$ cat src/rtl/gpio_pkg.sv
package gpio_pkg;

  typedef enum logic [1:0] {
    REG_DATA = 2'd0,
    REG_SET  = 2'd1,
    REG_CLR  = 2'd2,
    REG_DIR  = 2'd3
  } gpio_reg_e;

  localparam int DIR_NONE = 0;
  localparam int DIR_OUT  = 1;
  localparam int DIR_IN   = 2;

endpackage

$ cat src/rtl/gpio_lane_map.sv
// Static rewiring between bus bit order and pin order. The map is its own
// inverse, so the same module serves the write path and the read path.
module gpio_lane_map #(
  parameter int WIDTH     = 32,
  parameter bit BIT_REV   = 1'b0,
  parameter bit BYTE_SWAP = 1'b0
) (
  input  logic [WIDTH-1:0] d_i,
  output logic [WIDTH-1:0] d_o
);
  localparam int NBYTES = WIDTH / 8;

  for (genvar b = 0; b < NBYTES; b++) begin : g_byte
    localparam int SRC_B = (BYTE_SWAP ^ BIT_REV) ? (NBYTES - 1 - b) : b;
    for (genvar k = 0; k < 8; k++) begin : g_bit
      localparam int SRC_K = BIT_REV ? (7 - k) : k;
      assign d_o[8*b+k] = d_i[8*SRC_B+SRC_K];
    end
  end
endmodule

$ cat src/rtl/gpio_in_sync.sv
module gpio_in_sync #(
  parameter int WIDTH  = 32,
  parameter int STAGES = 2
) (
  input  logic             clk,
  input  logic             rst_n,
  input  logic [WIDTH-1:0] pin_i,
  output logic [WIDTH-1:0] pin_o
);
  logic [WIDTH-1:0] stage_q [STAGES];

  always_ff @(posedge clk or negedge rst_n) begin
    if (!rst_n) begin
      for (int s = 0; s < STAGES; s++) stage_q[s] <= '0;
    end else begin
      stage_q[0] <= pin_i;
      for (int s = 1; s < STAGES; s++) stage_q[s] <= stage_q[s-1];
    end
  end

  assign pin_o = stage_q[STAGES-1];
endmodule

$ cat src/rtl/gpio_out_regs.sv
// Output latch and direction latch, both kept in pin order.
module gpio_out_regs
  import gpio_pkg::*;
#(
  parameter int WIDTH    = 32,
  parameter int DIR_MODE = DIR_OUT
) (
  input  logic             clk,
  input  logic             rst_n,
  input  logic             wr_en,
  input  gpio_reg_e        wr_sel,
  input  logic [WIDTH-1:0] wd_pin,
  output logic [WIDTH-1:0] out_q,
  output logic [WIDTH-1:0] oe_q
);
  logic [WIDTH-1:0] out_d;
  logic             out_en;

  always_comb begin
    out_en = wr_en && (wr_sel != REG_DIR);
    out_d  = out_q;
    unique case (wr_sel)
      REG_DATA: out_d = wd_pin;
      REG_SET:  out_d = out_q | wd_pin;
      REG_CLR:  out_d = out_q & ~wd_pin;
      default:  out_d = out_q;
    endcase
  end

  always_ff @(posedge clk or negedge rst_n) begin
    if (!rst_n)      out_q <= '0;
    else if (out_en) out_q <= out_d;
  end

  if (DIR_MODE == DIR_NONE) begin : g_no_dir
    assign oe_q = '1;
  end else begin : g_dir
    logic [WIDTH-1:0] oe_d;
    logic             oe_en;
    logic [WIDTH-1:0] oe_r;

    always_comb begin
      oe_en = wr_en && (wr_sel == REG_DIR);
      oe_d  = (DIR_MODE == DIR_IN) ? ~wd_pin : wd_pin;
    end

    always_ff @(posedge clk or negedge rst_n) begin
      if (!rst_n)     oe_r <= '0;
      else if (oe_en) oe_r <= oe_d;
    end

    assign oe_q = oe_r;

    AST_DIR_HOLD: assert property (@(posedge clk) disable iff (!rst_n)
      !(wr_en && wr_sel == REG_DIR) |=> $stable(oe_q));
  end

  AST_DATA_LOAD: assert property (@(posedge clk) disable iff (!rst_n)
    (wr_en && wr_sel == REG_DATA) |=> out_q == $past(wd_pin));
  AST_SET_RAISES: assert property (@(posedge clk) disable iff (!rst_n)
    (wr_en && wr_sel == REG_SET) |=>
      ((out_q & $past(wd_pin)) == $past(wd_pin)) &&
      (((out_q ^ $past(out_q)) & ~$past(wd_pin)) == '0));
  AST_CLR_LOWERS: assert property (@(posedge clk) disable iff (!rst_n)
    (wr_en && wr_sel == REG_CLR) |=>
      ((out_q & $past(wd_pin)) == '0) &&
      (((out_q ^ $past(out_q)) & ~$past(wd_pin)) == '0));
  AST_IDLE_HOLD: assert property (@(posedge clk) disable iff (!rst_n)
    !wr_en |=> $stable(out_q));
endmodule

$ cat src/rtl/gpio_mmio_ctrl.sv
module gpio_mmio_ctrl
  import gpio_pkg::*;
#(
  parameter int WIDTH     = 32,
  parameter int DIR_MODE  = DIR_OUT,
  parameter bit BIT_REV   = 1'b0,
  parameter bit BYTE_SWAP = 1'b0
) (
  input  logic             clk,
  input  logic             rst_n,
  input  logic [1:0]       reg_sel,
  input  logic             wr_en,
  input  logic             rd_en,
  input  logic [WIDTH-1:0] wdata,
  output logic [WIDTH-1:0] rdata,
  input  logic [WIDTH-1:0] pin_in,
  output logic [WIDTH-1:0] pin_out,
  output logic [WIDTH-1:0] pin_oe
);
  localparam bit WIDTH_OK = (WIDTH == 8) || (WIDTH == 16) || (WIDTH == 32) || (WIDTH == 64);
  localparam bit SWAP_OK  = !(BYTE_SWAP && (WIDTH == 64 || WIDTH == 8));

  initial begin
    assert (WIDTH_OK && SWAP_OK && DIR_MODE >= DIR_NONE && DIR_MODE <= DIR_IN)
      else $error("gpio_mmio_ctrl: unsupported parameter combination");
  end

  // Reset: asserted asynchronously, released on the clock.
  logic rst_s1_q, rst_s2_q;
  always_ff @(posedge clk or negedge rst_n) begin
    if (!rst_n) begin
      rst_s1_q <= 1'b0;
      rst_s2_q <= 1'b0;
    end else begin
      rst_s1_q <= 1'b1;
      rst_s2_q <= rst_s1_q;
    end
  end

  gpio_reg_e        sel;
  logic [WIDTH-1:0] wd_pin;
  logic [WIDTH-1:0] out_q;
  logic [WIDTH-1:0] oe_q;
  logic [WIDTH-1:0] pin_sync;
  logic [WIDTH-1:0] rd_pin;
  logic [WIDTH-1:0] rd_bus;
  logic [WIDTH-1:0] latch_view;
  logic [WIDTH-1:0] dir_view;

  assign sel = gpio_reg_e'(reg_sel);

  gpio_lane_map #(.WIDTH(WIDTH), .BIT_REV(BIT_REV), .BYTE_SWAP(BYTE_SWAP)) i_wr_map (
    .d_i (wdata),
    .d_o (wd_pin)
  );

  gpio_out_regs #(.WIDTH(WIDTH), .DIR_MODE(DIR_MODE)) i_out_regs (
    .clk    (clk),
    .rst_n  (rst_s2_q),
    .wr_en  (wr_en),
    .wr_sel (sel),
    .wd_pin (wd_pin),
    .out_q  (out_q),
    .oe_q   (oe_q)
  );

  gpio_in_sync #(.WIDTH(WIDTH), .STAGES(2)) i_in_sync (
    .clk   (clk),
    .rst_n (rst_s2_q),
    .pin_i (pin_in),
    .pin_o (pin_sync)
  );

  // Per-pin source for the data read: latch where the pin drives.
  if (DIR_MODE == DIR_NONE) begin : g_view_none
    assign latch_view = '0;
    assign dir_view   = '0;
  end else if (DIR_MODE == DIR_IN) begin : g_view_in
    assign latch_view = oe_q;
    assign dir_view   = ~oe_q;
  end else begin : g_view_out
    assign latch_view = oe_q;
    assign dir_view   = oe_q;
  end

  always_comb begin
    unique case (sel)
      REG_DATA: rd_pin = (out_q & latch_view) | (pin_sync & ~latch_view);
      REG_SET:  rd_pin = out_q;
      REG_CLR:  rd_pin = out_q;
      default:  rd_pin = dir_view;
    endcase
  end

  gpio_lane_map #(.WIDTH(WIDTH), .BIT_REV(BIT_REV), .BYTE_SWAP(BYTE_SWAP)) i_rd_map (
    .d_i (rd_pin),
    .d_o (rd_bus)
  );

  always_ff @(posedge clk or negedge rst_s2_q) begin
    if (!rst_s2_q)  rdata <= '0;
    else if (rd_en) rdata <= rd_bus;
  end

  assign pin_out = out_q;
  assign pin_oe  = oe_q;

  AST_RDATA_HOLD: assert property (@(posedge clk) disable iff (!rst_s2_q)
    !rd_en |=> $stable(rdata));
  AST_SETCLR_READ: assert property (@(posedge clk) disable iff (!rst_s2_q)
    (rd_en && (sel == REG_SET || sel == REG_CLR) && !wr_en) |=>
      (rdata == $past(rd_bus)) && $stable(pin_out));
endmodule

$ cat config.mk
export PLATFORM = sky130hd
export DESIGN_NAME = gpio_mmio_ctrl
export DESIGN_NICKNAME = d
export VERILOG_FILES = /design/src/rtl/gpio_pkg.sv /design/src/rtl/gpio_lane_map.sv /design/src/rtl/gpio_in_sync.sv /design/src/rtl/gpio_out_regs.sv /design/src/rtl/gpio_mmio_ctrl.sv
export SDC_FILE = /design/constraint.sdc
export NUM_CORES = 1
export LEC_CHECK = 0
export BUFFER_PORTS_ARGS = -buffer_cell sky130_fd_sc_hd__clkbuf_2
export CAP_MARGIN = 20
export CELL_PAD_IN_SITES_DETAIL_PLACEMENT = 1
export CELL_PAD_IN_SITES_GLOBAL_PLACEMENT = 2
export CORE_UTILIZATION = 35
export DETAILED_ROUTE_END_ITERATION = 8
export GPL_TIMING_DRIVEN = 0
export HOLD_SLACK_MARGIN = 0.02
export PLACE_DENSITY = 0.75
export RECOVER_POWER = 100
export SETUP_SLACK_MARGIN = 0.02
export SLEW_MARGIN = 10
export SYNTH_ARGS = -nofsm -noshare
export SYNTH_HDL_FRONTEND = slang
export SYNTH_HIERARCHICAL = 1
export SYNTH_SLANG_ARGS = --single-unit
$ cat constraint.sdc
create_clock -name clk -period 7.35 [get_ports clk]
set_input_delay 2.205 -clock clk [delete_from_list [all_inputs] [get_ports clk]]
set_output_delay 2.205 -clock clk [all_outputs]
set_load 0.1 [all_outputs]
==> results of run 1 <==
## cell usage after synthesis
cell type  instances  area (µm²)
ha_1               6       75.07
or2_1              1       6.260
mux2_4            30       450.4
nor2_1             2       7.510
conb_1             1       3.750
a32oi_1           31       271.5
buf_6             10       112.6
o21ai_1            1       5.000
inv_1             37       138.9
mux2_2            34       382.9
nor2b_1           31       193.9
nor3_1             1       5.000
o21ai_0            1       5.000
clkbuf_1           5       18.77
buf_2             12       60.06
o311a_1            1       10.01
dfrtp_1          162        4054
nand2_1            3       11.26
a21oi_1           86       430.4
a221o_1            1       10.01
nor3b_2            1       12.51
o22ai_1           62       387.9
buf_8              1       15.01
a21oi_2            8       70.07
buf_4            106       795.8
buf_12             3       60.06
## cell families after synthesis
logic type	share of synthesized area
flops	0.5339
mux	0.1097
simple gates	0.03114
fa+ha+maj	0.009886
buf+inv	0.1582
compound gates	0.1567
other cells	0.0004938
## stage by stage
stage                     cell area (µm²)    util  power [µW]  hold WS, ns  instances
final                                8987  0.4249        3452       0.3494       1078
after global routing                 8987  0.4249        3599       0.3558       1078
after CTS                            9268  0.4381        3552       0.3340       1078
after detailed placement             8657  0.4092        2611       0.3314       1046
after global placement               8598  0.4065        2579       0.3320       1044
after floorplan                      7594       -        2343       0.3312        637
## power by group through the flow
stage / logic [µW] / registers (µW) / clock network (µW)
floorplan: 354 / 1990 / 0
global route: 1450 / 1160 / 988
global placement: 1410 / 1160 / 0
finish: 1390 / 1140 / 924
CTS: 1460 / 1150 / 950
detailed placement: 1450 / 1160 / 0
## final cells by class
class	instances	area [µm²]	area share
clock buffers	20	466.7	0.05193
inverters	37	138.9	0.01545
well taps	275	344.1	0.03828
repair buffers	134	566.8	0.06307
flip-flops and latches	162	4054	0.4511
multi-input cells	301	2262	0.2517
plain buffers	137	1011	0.1125
clock inverters	12	143.9	0.01601
## sequential cells by signal, indices dropped and copies added, names as in the netlist
name	cells
rst_s1_q	1
i_out_regs/oe_q	32
i_out_regs/out_q	32
rst_s2_q	1
i_in_sync/stage_q	32
i_in_sync/pin_o	32
rdata	32
## worst paths after layout
check,start,end,slack (ns),depth (start not counted)
max,rst_s2_q,rdata[13],2.84,1
max in group clk,i_out_regs/oe_q[28],pin_oe[28],3.38,1
min in group asynchronous,rst_s2_q,i_in_sync/pin_o[0],0.63,0
min,i_in_sync/stage_q[59],i_in_sync/pin_o[27],0.35,0
max reg2reg,rst_s2_q,rdata[13],2.84,1
min reg2reg,i_in_sync/stage_q[59],i_in_sync/pin_o[27],0.35,0
## metal layers
layer  vias up  share of wire
met2       138           0.50
li1       2469              -
met3        22          0.056
met1      2743           0.43
met4         0          0.015
met5         -              0
==> run metrics, run 1 <==
status finished with violations; failing checks max-capacitance violations, max-slew violations; P_sw 1624 µW; Cells after Synth 637; WS Path Type reg2async; FMAX 221.5 MHz; Antenna Nets Post-Route 0; Yosys warnings 6; # DRC 0; PwrDens 384.1 nW/µm²; post-CTS setup buffers 0; Clock Power Share 0.268; via density per instance 4.983; 1st-iter DRT viols 198; Initial Util 0.3590; diode count 0; I/O Pins 166; core area 21150 µm²; TritonCTS clock tree done; critical path launch point type flop; Seq pwr share 0.330; Max stage delay on crit path 2.47 ns; Final Setup Violations 0; Int Power 1828 µW; max cap viols 2; Layout area overhead 18.36%; DR WL/cell 19.69 µm; IO buf count 132; Setup WS pre-CTS 3.468 ns; register area share after synthesis 0.5339; Clock Latency Late Sink 0.43 ns; drt total wl 21230 µm; layout cells sized above 1 0.2976; first-pass GRT wire length 33610 µm; RSZ-0062 raised after global routing false; CTS Buf Count 17; combinational power share 0.402; Placer Congestion 0.7756; Min Clock Period, post-route 4.515 ns; worst-margin pin slew 3.380 ns; Slew headroom -1.253; router iterations before antenna repair 4; Worst Setup End Kind async pin; Fin Setup TNS 0 ns; worst vdd ir 176.6 µV; dpl hpwl 14820 µm; GRT overflow 0; largest net degree at the start of global routing 65; crit-path max FO 62; Worst Path Arrival 4.28 ns; vias in the first global route 5894; Crit path max-delay family buffers and inverters; P_leak 0.004046 µW; switch share 0.4704; syn_area_per_cell 11.92 µm²; CP Cell Sequence clkbuf_1; commonest non-fill, non-tap cell in the layout dfrtp_1; H-tree depth reported by CTS 4; Mapped Nets 713; worst-case clock buffer depth 2; Most Used Layer, Global Route met2; met1 Usage GRT 0.2581; # hold bufs at CTS 0; final worst setup slack 2.836 ns; initial antenna violation count 0; GR Layer Usage met3 0.04893; Layout Nets 866; Worst path slowest cell clkbuf_1; Syn Std Cell Area 7594 µm²; flop and latch count out of synthesis 162; Clock Tree Root clkbuf_16; Total Routing Usage GR 0.2026; Tcrit/Tclk final 0.6142; Worst Skew 0.01018 ns; Hold Path Class reg2reg; Vias 5372; Die Area 22290 µm²; post_cts resized 0; die width 149.3 µm; Rows 53; CP Data Required Time 7.12 ns; WP buf/inv 1; DIE HEIGHT 149.3 µm; clock slew at reported path FFs 0.07 ns; final-report hold violation count 0; fillcell total 2375; commonest non-fill, non-tap cells in the layout 162 x dfrtp_1, 117 x clkbuf_1, 93 x buf_4; met2 usage 0.3379; CTS sink count 162; Cell variety after synth 26; Slew Viols, Final 63
(Power assumes the default switching activity.)
==> run 2: changes to the inputs <==
--- a/config.mk
+++ b/config.mk
@@ -9,11 +9,11 @@
 export CAP_MARGIN = 20
 export CELL_PAD_IN_SITES_DETAIL_PLACEMENT = 1
 export CELL_PAD_IN_SITES_GLOBAL_PLACEMENT = 2
-export CORE_UTILIZATION = 35
+export CORE_UTILIZATION = 32
 export DETAILED_ROUTE_END_ITERATION = 8
 export GPL_TIMING_DRIVEN = 0
 export HOLD_SLACK_MARGIN = 0.02
-export PLACE_DENSITY = 0.75
+export PLACE_DENSITY = 0.72
 export RECOVER_POWER = 100
 export SETUP_SLACK_MARGIN = 0.02
 export SLEW_MARGIN = 10
==> constraint.sdc (replaced) <==
create_clock -name clk -period 3.9 [get_ports clk]
set_input_delay 1.17 -clock clk [delete_from_list [all_inputs] [get_ports clk]]
set_output_delay 1.17 -clock clk [all_outputs]
set_load 0.1 [all_outputs]
==> run 2 against run 1 <==
The run still ends with max-capacitance violations, max-slew violations left. Critical path type is now reg2out. Hold slack barely moved. Non-clock buffer count unchanged. Global-route usage decreased by 1.6 points. Largest cell class unchanged. Sequential power up 89%. Largest power group unchanged.
==> run metrics, run 2 (synthesized netlist as in run 1, its figures left out) <==
Total Routing Usage GR 0.1864; max cap viols 1; Setup WS pre-CTS 1.025 ns; Hold Path Depth 0; Slew Viols, Final 40; initial antenna violation count 0; worst-margin pin slew 1.818 ns; layout cells sized above 1 0.2877; commonest non-fill, non-tap cell in the layout dfrtp_1; clock slew at reported path FFs 0.07 ns; CTS sink count 162; critical path launch point type flop; TritonCTS clock tree done; total power 6458 µW; fin cells 1122; commonest non-fill, non-tap cells in the layout 162 x dfrtp_1, 123 x clkbuf_1, 97 x buf_4; Tcrit/Tclk final 0.7532; post-CTS setup buffers 0; Vias 5406; critical path depth 1; DP Cell Count 1090; CP Data Required Time 2.73 ns; final-report hold violation count 0; WP buf/inv 1; P_leak 0.004014 µW; IO buf count 132; DIE HEIGHT 156.0 µm; DR WL/cell 19.46 µm; Worst Skew 0.008058 ns; # hold bufs at CTS 0; fin util 0.3856; Worst Setup End Kind output port; PwrDens 715.7 nW/µm²; Slew headroom -0.2118; worst vdd ir 328.0 µV; H-tree depth reported by CTS 4; Layout Nets 866; final worst setup slack 0.9626 ns; status finished with violations; die width 156.0 µm; via density per instance 4.818; crit-path max FO 5; router iterations before antenna repair 4; drt total wl 21840 µm; Final Setup Violations 0; Crit path max-delay family buffers and inverters; Hold Path Class reg2reg; failing checks max-capacitance violations, max-slew violations; I/O Pins 166; largest net degree at the start of global routing 64; diode count 0; Placer Congestion 0.7601; Clock Tree Root clkbuf_16; Fin Setup TNS 0 ns; post_cts resized 0; # DRC 0; core area 23400 µm²; Worst path slowest cell clkbuf_1; Max stage delay on crit path 0.93 ns; worst-case clock buffer depth 2; dpl hpwl 15100 µm; 1st-iter DRT viols 203; Clock Latency Late Sink 0.42 ns; R2R depth 1; FMAX 340.4 MHz; Min Clock Period, post-route 2.937 ns; Rows 56; CP Cell Sequence clkbuf_1; RSZ-0062 raised after global routing false; WS Path Type reg2out; Initial Util 0.3245; first-pass GRT wire length 33840 µm; Antenna Nets Post-Route 0; CTS Buf Count 17; vias in the first global route 5864; Layout area overhead 18.83%; Die Area 24350 µm²; Worst Path Arrival 1.77 ns; GRT overflow 0
## run 2: through the flow
| step | hold WS (ns) | instance area [µm²] |
|---|---|---|
| floorplan | 0.3311 | 7595 |
| global placement | 0.3323 | 8655 |
| CTS | 0.3521 | 9303 |
| finish | 0.3493 | 9024 |
| detailed placement | 0.3363 | 8712 |
| global route | 0.3588 | 9024 |
## run 2: where the power goes
| part | internal (µW) | switching (µW) | total (µW) |
|---|---|---|---|
| Clock | 986 | 704 | 1690 |
| Combinational | 500 | 2120 | 2620 |
| Sequential | 1930 | 214 | 2150 |
## run 2: area by class of cell
type | count | area (µm²)
Fill cell | 2681 | 14380
Sequential cell | 162 | 4054
Multi-Input combinational cell | 301 | 2255
Buffer | 137 | 997.2
Timing Repair Buffer | 134 | 589.3
Clock buffer | 22 | 464.2
Tap cell | 319 | 399.1
Inverter | 37 | 138.9
Clock inverter | 10 | 126.4
## run 2: layer usage
metal / global-route usage / share of wire / vias up
met5: 0 / 0 / -
met4: 0.06583 / 0.016 / 0
met3: 0.04500 / 0.051 / 27
met2: 0.3076 / 0.49 / 154
met1: 0.2371 / 0.44 / 2758
li1: - / - / 2467
## run 2: final timing paths
| path | startpoint | to | slack, ns |
|---|---|---|---|
| max in group asynchronous | rst_s2_q | rdata[10] | 2.04 |
| worst max-delay path | i_out_regs/oe_q[28] | pin_oe[28] | 0.96 |
| worst min register to register | i_in_sync/stage_q[33] | i_in_sync/pin_o[1] | 0.35 |
| worst max register to register | rst_s2_q | rdata[10] | 2.04 |
| min in group asynchronous | rst_n | rst_s2_q | 0.52 |
| worst min-delay path | i_in_sync/stage_q[33] | i_in_sync/pin_o[1] | 0.35 |
